==> config.mk <==
export PLATFORM = sky130hd
export DESIGN_NAME = arith_flag_unit
export DESIGN_NICKNAME = d
export VERILOG_FILES = /design/src/rtl/arith_pkg.sv /design/src/rtl/arith_ctrl.sv /design/src/rtl/arith_addcore.sv /design/src/rtl/arith_cmp.sv /design/src/rtl/arith_datapath.sv /design/src/rtl/arith_flag_unit.sv
export SDC_FILE = /design/constraint.sdc
export NUM_CORES = 1
export LEC_CHECK = 0
export ABC_AREA = 1
export BUFFER_PORTS_ARGS = -buffer_cell sky130_fd_sc_hd__clkbuf_2
export CAP_MARGIN = 20
export CORE_MARGIN = 4
export CORE_UTILIZATION = 25
export CTS_CLUSTER_DIAMETER = 100
export DETAILED_ROUTE_END_ITERATION = 8
export GPL_TIMING_DRIVEN = 0
export PLACE_DENSITY = 0.41
export SETUP_SLACK_MARGIN = 0.3
export SYNTH_ARGS = -nofsm -noshare
export SYNTH_HDL_FRONTEND = slang
export SYNTH_SLANG_ARGS = --single-unit
==> constraint.sdc <==
create_clock -name clk -period 3.8 [get_ports clk]
set_input_delay 0 -clock clk [delete_from_list [all_inputs] [get_ports clk]]
set_output_delay 0 -clock clk [all_outputs]
set_load 0.05 [all_outputs]
==> src/rtl/arith_pkg.sv <==
package arith_pkg;

  typedef enum logic [3:0] {
    OP_ADD        = 4'd0,
    OP_ADD_CY     = 4'd1,
    OP_ADD_EXT    = 4'd2,
    OP_ADD_M1_EXT = 4'd3,
    OP_ADD_Z_EXT  = 4'd4,
    OP_RSUB       = 4'd5,
    OP_RSUB_CY    = 4'd6,
    OP_RSUB_EXT   = 4'd7,
    OP_RSUB_M1    = 4'd8,
    OP_RSUB_Z     = 4'd9,
    OP_CMP_S      = 4'd10,
    OP_CMP_U      = 4'd11,
    OP_FLAG_CLR   = 4'd12
  } arithOp_e;

  typedef enum logic [1:0] {
    Y_OPND = 2'd0,
    Y_ONES = 2'd1,
    Y_ZERO = 2'd2
  } ySel_e;

  typedef enum logic [1:0] {
    CIN_ZERO = 2'd0,
    CIN_ONE  = 2'd1,
    CIN_CA   = 2'd2
  } cinSel_e;

  // Strobes from control to datapath
  typedef struct packed {
    logic    fire;      // write result, raise resValid
    logic    invX;      // subtract-from: invert operand A
    ySel_e   ySel;
    cinSel_e cinSel;
    logic    wrCa;
    logic    wrOv;
    logic    isCmp;
    logic    cmpSigned;
    logic    useImm;
    logic    immZext;
    logic    clrFlags;
    logic    wrCond;
  } ctrlStrobe_t;

  localparam logic [3:0] CC_NEG  = 4'b1000;
  localparam logic [3:0] CC_POS  = 4'b0100;
  localparam logic [3:0] CC_ZERO = 4'b0010;

endpackage

==> src/rtl/arith_ctrl.sv <==
module arith_ctrl
  import arith_pkg::*;
(
  input  logic        valid,
  input  logic [3:0]  opSel,
  input  logic        useImm,
  input  logic        ovEnable,
  input  logic        recEnable,
  output ctrlStrobe_t strb
);

  logic isArith;

  always_comb begin
    strb    = '0;
    isArith = 1'b0;
    if (valid) begin
      unique case (arithOp_e'(opSel))
        OP_ADD:        begin isArith = 1'b1; strb.ySel = Y_OPND; strb.cinSel = CIN_ZERO; end
        OP_ADD_CY:     begin isArith = 1'b1; strb.ySel = Y_OPND; strb.cinSel = CIN_ZERO; strb.wrCa = 1'b1; end
        OP_ADD_EXT:    begin isArith = 1'b1; strb.ySel = Y_OPND; strb.cinSel = CIN_CA;   strb.wrCa = 1'b1; end
        OP_ADD_M1_EXT: begin isArith = 1'b1; strb.ySel = Y_ONES; strb.cinSel = CIN_CA;   strb.wrCa = 1'b1; end
        OP_ADD_Z_EXT:  begin isArith = 1'b1; strb.ySel = Y_ZERO; strb.cinSel = CIN_CA;   strb.wrCa = 1'b1; end
        OP_RSUB:       begin isArith = 1'b1; strb.invX = 1'b1; strb.ySel = Y_OPND; strb.cinSel = CIN_ONE; end
        OP_RSUB_CY:    begin isArith = 1'b1; strb.invX = 1'b1; strb.ySel = Y_OPND; strb.cinSel = CIN_ONE; strb.wrCa = 1'b1; end
        OP_RSUB_EXT:   begin isArith = 1'b1; strb.invX = 1'b1; strb.ySel = Y_OPND; strb.cinSel = CIN_CA;  strb.wrCa = 1'b1; end
        OP_RSUB_M1:    begin isArith = 1'b1; strb.invX = 1'b1; strb.ySel = Y_ONES; strb.cinSel = CIN_CA;  strb.wrCa = 1'b1; end
        OP_RSUB_Z:     begin isArith = 1'b1; strb.invX = 1'b1; strb.ySel = Y_ZERO; strb.cinSel = CIN_CA;  strb.wrCa = 1'b1; end
        OP_CMP_S:      begin strb.isCmp = 1'b1; strb.cmpSigned = 1'b1; end
        OP_CMP_U:      begin strb.isCmp = 1'b1; strb.immZext = 1'b1; end
        OP_FLAG_CLR:   strb.clrFlags = 1'b1;
        default:       strb = '0;
      endcase
      strb.fire   = isArith | strb.isCmp;
      strb.wrOv   = isArith & ovEnable;
      strb.wrCond = (isArith | strb.isCmp) & recEnable;
      strb.useImm = useImm & (isArith | strb.isCmp);
    end
  end

endmodule

==> src/rtl/arith_addcore.sv <==
module arith_addcore #(
  parameter int W = 32
) (
  input  logic [W-1:0] x,
  input  logic [W-1:0] y,
  input  logic         cin,
  output logic [W-1:0] sum,
  output logic         cout,
  output logic         ovf
);

  logic [W:0] wide;

  always_comb begin
    wide = {1'b0, x} + {1'b0, y} + {{W{1'b0}}, cin};
    sum  = wide[W-1:0];
    cout = wide[W];
    // Like-signed inputs whose sum flips sign overflow as signed values
    ovf  = (x[W-1] == y[W-1]) && (sum[W-1] != x[W-1]);
  end

endmodule

==> src/rtl/arith_cmp.sv <==
module arith_cmp
  import arith_pkg::*;
#(
  parameter int W = 32
) (
  input  logic [W-1:0] a,
  input  logic [W-1:0] b,
  input  logic         signedMode,
  output logic [3:0]   code
);

  logic isLess;
  logic isEq;

  always_comb begin
    isEq   = (a == b);
    isLess = signedMode ? ($signed(a) < $signed(b)) : (a < b);
    if (isLess)      code = CC_NEG;
    else if (isEq)   code = CC_ZERO;
    else             code = CC_POS;
  end

endmodule

==> src/rtl/arith_datapath.sv <==
module arith_datapath
  import arith_pkg::*;
#(
  parameter int W     = 32,
  parameter int IMM_W = 16
) (
  input  logic             clk,
  input  logic             rst,
  input  ctrlStrobe_t      strb,
  input  logic [W-1:0]     opA,
  input  logic [W-1:0]     opB,
  input  logic [IMM_W-1:0] imm,
  output logic [W-1:0]     result,
  output logic             resValid,
  output logic [3:0]       flagWord,
  output logic [3:0]       condField
);

  localparam int PAD_W = W - 4;

  logic [W-1:0] immExt;
  logic [W-1:0] srcB;
  logic [W-1:0] xIn;
  logic [W-1:0] yIn;
  logic [W-1:0] sumOut;
  logic         cinBit;
  logic         coutBit;
  logic         ovfBit;
  logic [3:0]   cmpCode;
  logic [3:0]   signCode;
  logic         soQ, ovQ, caQ;
  logic         soNext, ovNext, caNext;
  logic [W-1:0] resNext;
  logic [3:0]   condNext;

  generate
    if (IMM_W < W) begin : g_immExtend
      assign immExt = strb.immZext ? {{(W-IMM_W){1'b0}}, imm}
                                   : {{(W-IMM_W){imm[IMM_W-1]}}, imm};
    end else begin : g_immTrunc
      assign immExt = imm[W-1:0];
    end
  endgenerate

  always_comb begin
    srcB = strb.useImm ? immExt : opB;
    xIn  = strb.invX ? ~opA : opA;
    unique case (strb.ySel)
      Y_ONES:  yIn = '1;
      Y_ZERO:  yIn = '0;
      default: yIn = srcB;
    endcase
    unique case (strb.cinSel)
      CIN_ONE: cinBit = 1'b1;
      CIN_CA:  cinBit = caQ;
      default: cinBit = 1'b0;
    endcase
  end

  arith_addcore #(.W(W)) u_addcore (
    .x   (xIn),
    .y   (yIn),
    .cin (cinBit),
    .sum (sumOut),
    .cout(coutBit),
    .ovf (ovfBit)
  );

  arith_cmp #(.W(W)) u_cmp (
    .a         (opA),
    .b         (srcB),
    .signedMode(strb.cmpSigned),
    .code      (cmpCode)
  );

  always_comb begin
    if (sumOut[W-1])      signCode = CC_NEG;
    else if (sumOut == '0) signCode = CC_ZERO;
    else                  signCode = CC_POS;

    caNext = strb.wrCa ? coutBit : caQ;
    ovNext = strb.wrOv ? ovfBit : ovQ;
    soNext = soQ | (strb.wrOv & ovfBit);
    if (strb.clrFlags) begin
      caNext = 1'b0;
      ovNext = 1'b0;
      soNext = 1'b0;
    end

    resNext  = strb.isCmp ? {{PAD_W{1'b0}}, cmpCode} : sumOut;
    condNext = strb.isCmp ? {cmpCode[3:1], soNext} : {signCode[3:1], soNext};
  end

  always_ff @(posedge clk) begin
    if (rst) begin
      soQ       <= 1'b0;
      ovQ       <= 1'b0;
      caQ       <= 1'b0;
      result    <= '0;
      resValid  <= 1'b0;
      condField <= '0;
    end else begin
      soQ      <= soNext;
      ovQ      <= ovNext;
      caQ      <= caNext;
      resValid <= strb.fire;
      if (strb.fire)   result    <= resNext;
      if (strb.wrCond) condField <= condNext;
    end
  end

  assign flagWord = {soQ, ovQ, caQ, 1'b0};

endmodule

==> src/rtl/arith_flag_unit.sv <==
module arith_flag_unit
  import arith_pkg::*;
#(
  parameter int DATA_W = 32,
  parameter int IMM_W  = 16
) (
  input  logic              clk,
  input  logic              rst,
  input  logic              valid,
  input  logic [3:0]        opSel,
  input  logic [DATA_W-1:0] opA,
  input  logic [DATA_W-1:0] opB,
  input  logic [IMM_W-1:0]  imm,
  input  logic              useImm,
  input  logic              ovEnable,
  input  logic              recEnable,
  output logic [DATA_W-1:0] result,
  output logic              resValid,
  output logic [3:0]        flagWord,
  output logic [3:0]        condField
);

  ctrlStrobe_t strb;

  arith_ctrl u_ctrl (
    .valid    (valid),
    .opSel    (opSel),
    .useImm   (useImm),
    .ovEnable (ovEnable),
    .recEnable(recEnable),
    .strb     (strb)
  );

  arith_datapath #(.W(DATA_W), .IMM_W(IMM_W)) u_datapath (
    .clk      (clk),
    .rst      (rst),
    .strb     (strb),
    .opA      (opA),
    .opB      (opB),
    .imm      (imm),
    .result   (result),
    .resValid (resValid),
    .flagWord (flagWord),
    .condField(condField)
  );

endmodule

==> results_dict.tcl <==
set metrics [dict create \
    fin_worst_skew_ps 3.64 \
    r2r_start "u_datapath.caQ" \
    crit_path_end_kind "register" \
    ys_warn_count 0 \
    synthTopCellsByArea "nand2_1, ha_1, dfxtp_1" \
    overflow 0 \
    cts_buffers 5 \
    synth_edf_count 0 \
    dp.final_hpwl_um 18800 \
    wl_per_cell_um 13.7 \
    yosysTopAreaCell "nand2_1" \
    cts_tree "built" \
    place_area_mm2 0.00719 \
    max_freq_mhz 295 \
    hold_end "u_datapath.ovQ" \
    final_net_count 1394 \
    wl_um 21400 \
    pre_cts_ws_ps -692 \
    worstSetupStartpointType "input port" \
    period_minus_slack_ps 3390 \
    fp.dieH_um 165 \
    cellLeakagePower_nw 4.40 \
    dr_total_vias 6747 \
    drc 0 \
    grtUsageTotal_pct 15.6 \
    arrival_ps 3560 \
    gp_congestion 0.859 \
    grt_use_met2_pct 26.2 \
    synth_common_cells "nand2_1, inv_1, a21oi_1" \
    finalSetupTns_ps 0 \
    holdCritStartpoint "ovEnable" \
    hold_path_depth 4 \
    finalCritPeriodShare_pct 89.3 \
    grt_pass1_wl_um 33900 \
    use_met1_pct 22.6 \
    area_growth_pct 27.7 \
    synth_nets 1239 \
    peakVddDrop_mv 0.174 \
    postSynthAreaPerCell_um2 5.67 \
    ys_seq_area_share_pct 13.1 \
    clk_pin_slew_ps 60 \
    antenna_found_initial 0 \
    required_ps 3970 \
    cpPeakStageDelay_ps 400 \
    synth.ff_latch_count 40 \
    rrSetupSlack_ps 1030 \
    async_flop_share_pct 0 \
    finalInstanceArea_mm2 0.00782 \
    worstMarginPinSlew_ps 693 \
    yosysTopAreaCellShare_pct 23.9 \
    clock_latency_ps 280 \
    relSlewSlack_pct 53.4 \
    crit_buf_inv 6 \
    port_buffers 128 \
    grt_max_degree 14 \
    r2r-end "u_datapath.condField[2]" \
    synth_most_common_cell "nand2_1" \
    hold_viol_final 0 \
    first_iter_violations 317 \
    drive_above_1_share_pct 22.2 \
    synthCells 1081 \
    worstSetupPathType "input port to register" \
    num_antenna_cells 0 \
    grt_busiest_layer "met2" \
    initial_utilization_pct 25.3 \
    viasPerCell 4.32 \
    setup_slack_ps 408 \
    die_w_um 165 \
    ios 131 \
    cpMaxStageDelayCell "fa_2" \
    outcome "completed" \
    use_met3_pct 0.998 \
    syn_area_mm2 0.00613 \
    drv_slew 0 \
    fp.dieArea_mm2 0.0271 \
    powerDensity_mw_per_mm2 353 \
    htree_levels 2 \
    antenna_left 0 \
    rows 57 \
    ys.flop_type "dfxtp_1" \
    cts.sinks 40 \
    drt_first_pass_iters 4 \
    fin_util_pct 32.3 \
    hold_slack_ps 22.4 \
    cap_violations 0 \
    synth_cell_type_count 44 \
    hold_path_class "input port to register" \
    root_buffer "clkbuf_16" \
    cp_common_cell "nand2_1" \
    setup_viol 0 \
    rsz0062_at_grt "true" \
    core_area_mm2 0.0242 \
    clockBufferDepth 2 \
    critPathMaxFanout 6 \
    worst_r2r_path_depth 18 \
    grt_pass1_vias 6494 \
    critical_path.top_delay_family "simple AND/OR/NAND/NOR gates" \
]
-- sequential cells by signal (all words and copies together), names as in the netlist --
signal	flops
u_datapath.caQ	1
u_datapath.condField	4
u_datapath.ovQ	1
u_datapath.resValid	1
u_datapath.result	32
u_datapath.soQ	1
-- through the flow --
step	power (mW)	instances
3_3_place_gp	2.23	1533
5_1_grt	3.05	1561
6_report	2.76	1561
2_1_floorplan	1.74	1081
3_5_place_dp	2.24	1533
4_1_cts	2.71	1552
-- report_power, final --
group	switching (mW)	internal [mW]	total, mW	leakage (nW)
clock	0.163	0.242	0.405	0.0736
sequential	0.0256	0.467	0.492	0.328
combinational	1.24	0.624	1.87	3.99
total	1.43	1.33	2.76	4.40
-- worst min-delay path, stage by stage --
cell,delay [ps]
clkbuf_2,100
nand2_1,60
nand2_1,50
a21oi_1,50
-- timing repair --
| item | in CTS | in global routing |
|---|---|---|
| hold buffers | 1 | 0 |
| pin swaps | 18 | 27 |
| resized for setup | 30 | 63 |
| endpoints found under the setup margin | 17 | 9 |
| cloned | 0 | 0 |
| endpoints found under the hold margin | 1 | 0 |
| setup buffers | 10 | 9 |
-- layout make-up --
type	instances	area [um^2]
fill	2866	16400
multi-input combinational	830	4750
timing repair buffer	148	853
sequential	40	801
inverter	184	706
tap	324	405
buffer	27	165
clock buffer	5	125
clock inverter	3	18.8
-- metal layers --
layer / share of wire (%) / up-vias
li1: - / 3700
met1: 50 / 2954
met2: 46 / 87
met3: 3.0 / 6
met4: 0.38 / 0
met5: 0 / -
-- cells in the final DEF (no fill, tap or decap), types with 4 or more instances in the layout --
| master | instances |
|---|---|
| ha_2 | 7 |
| nand3b_1 | 4 |
| a21oi_2 | 5 |
| inv_2 | 6 |
| nand3_2 | 8 |
| nand2_4 | 5 |
| dfxtp_1 | 40 |
| mux2i_1 | 15 |
| nor3_2 | 4 |
| nor2_1 | 55 |
| nor2_2 | 15 |
| clkbuf_16 | 5 |
| nand3_1 | 50 |
| o21ai_0 | 32 |
| nor2_4 | 8 |
| xnor2_1 | 30 |
| a31oi_1 | 4 |
| nand2_2 | 28 |
| a21oi_1 | 80 |
| buf_2 | 6 |
| clkbuf_2 | 129 |
| nor3_1 | 4 |
| clkbuf_1 | 7 |
| inv_1 | 173 |
| ha_1 | 58 |
| buf_4 | 21 |
| nand4_1 | 16 |
| nand2_1 | 374 |
-- worst max-delay path by stage --
stage / start / end / slack, ps / depth (start not counted)
3_3_place_gp: opSel[1] / u_datapath.condField[2] / -710 / 28
5_1_grt: opSel[3] / u_datapath.condField[2] / 160 / 28
3_5_place_dp: opSel[1] / u_datapath.condField[2] / -690 / 28
6_report: opSel[1] / u_datapath.condField[2] / 410 / 29
2_1_floorplan: opSel[3] / u_datapath.condField[2] / 320 / 25
4_1_cts: opSel[2] / u_datapath.condField[2] / 300 / 29
-- cells by family after synthesis --
kind of cell / Yosys count / synth area share [%]
buf+inv: 211 / 13.5
flops: 40 / 13.1
mux: 15 / 2.45
other cells: 1 / 0.0612
simple gates: 579 / 40.1
compound gates: 132 / 11.4
xor+xnor: 35 / 5.31
fa+ha+maj: 68 / 14.1
No activity file was read; power rests on OpenSTA's default activity.
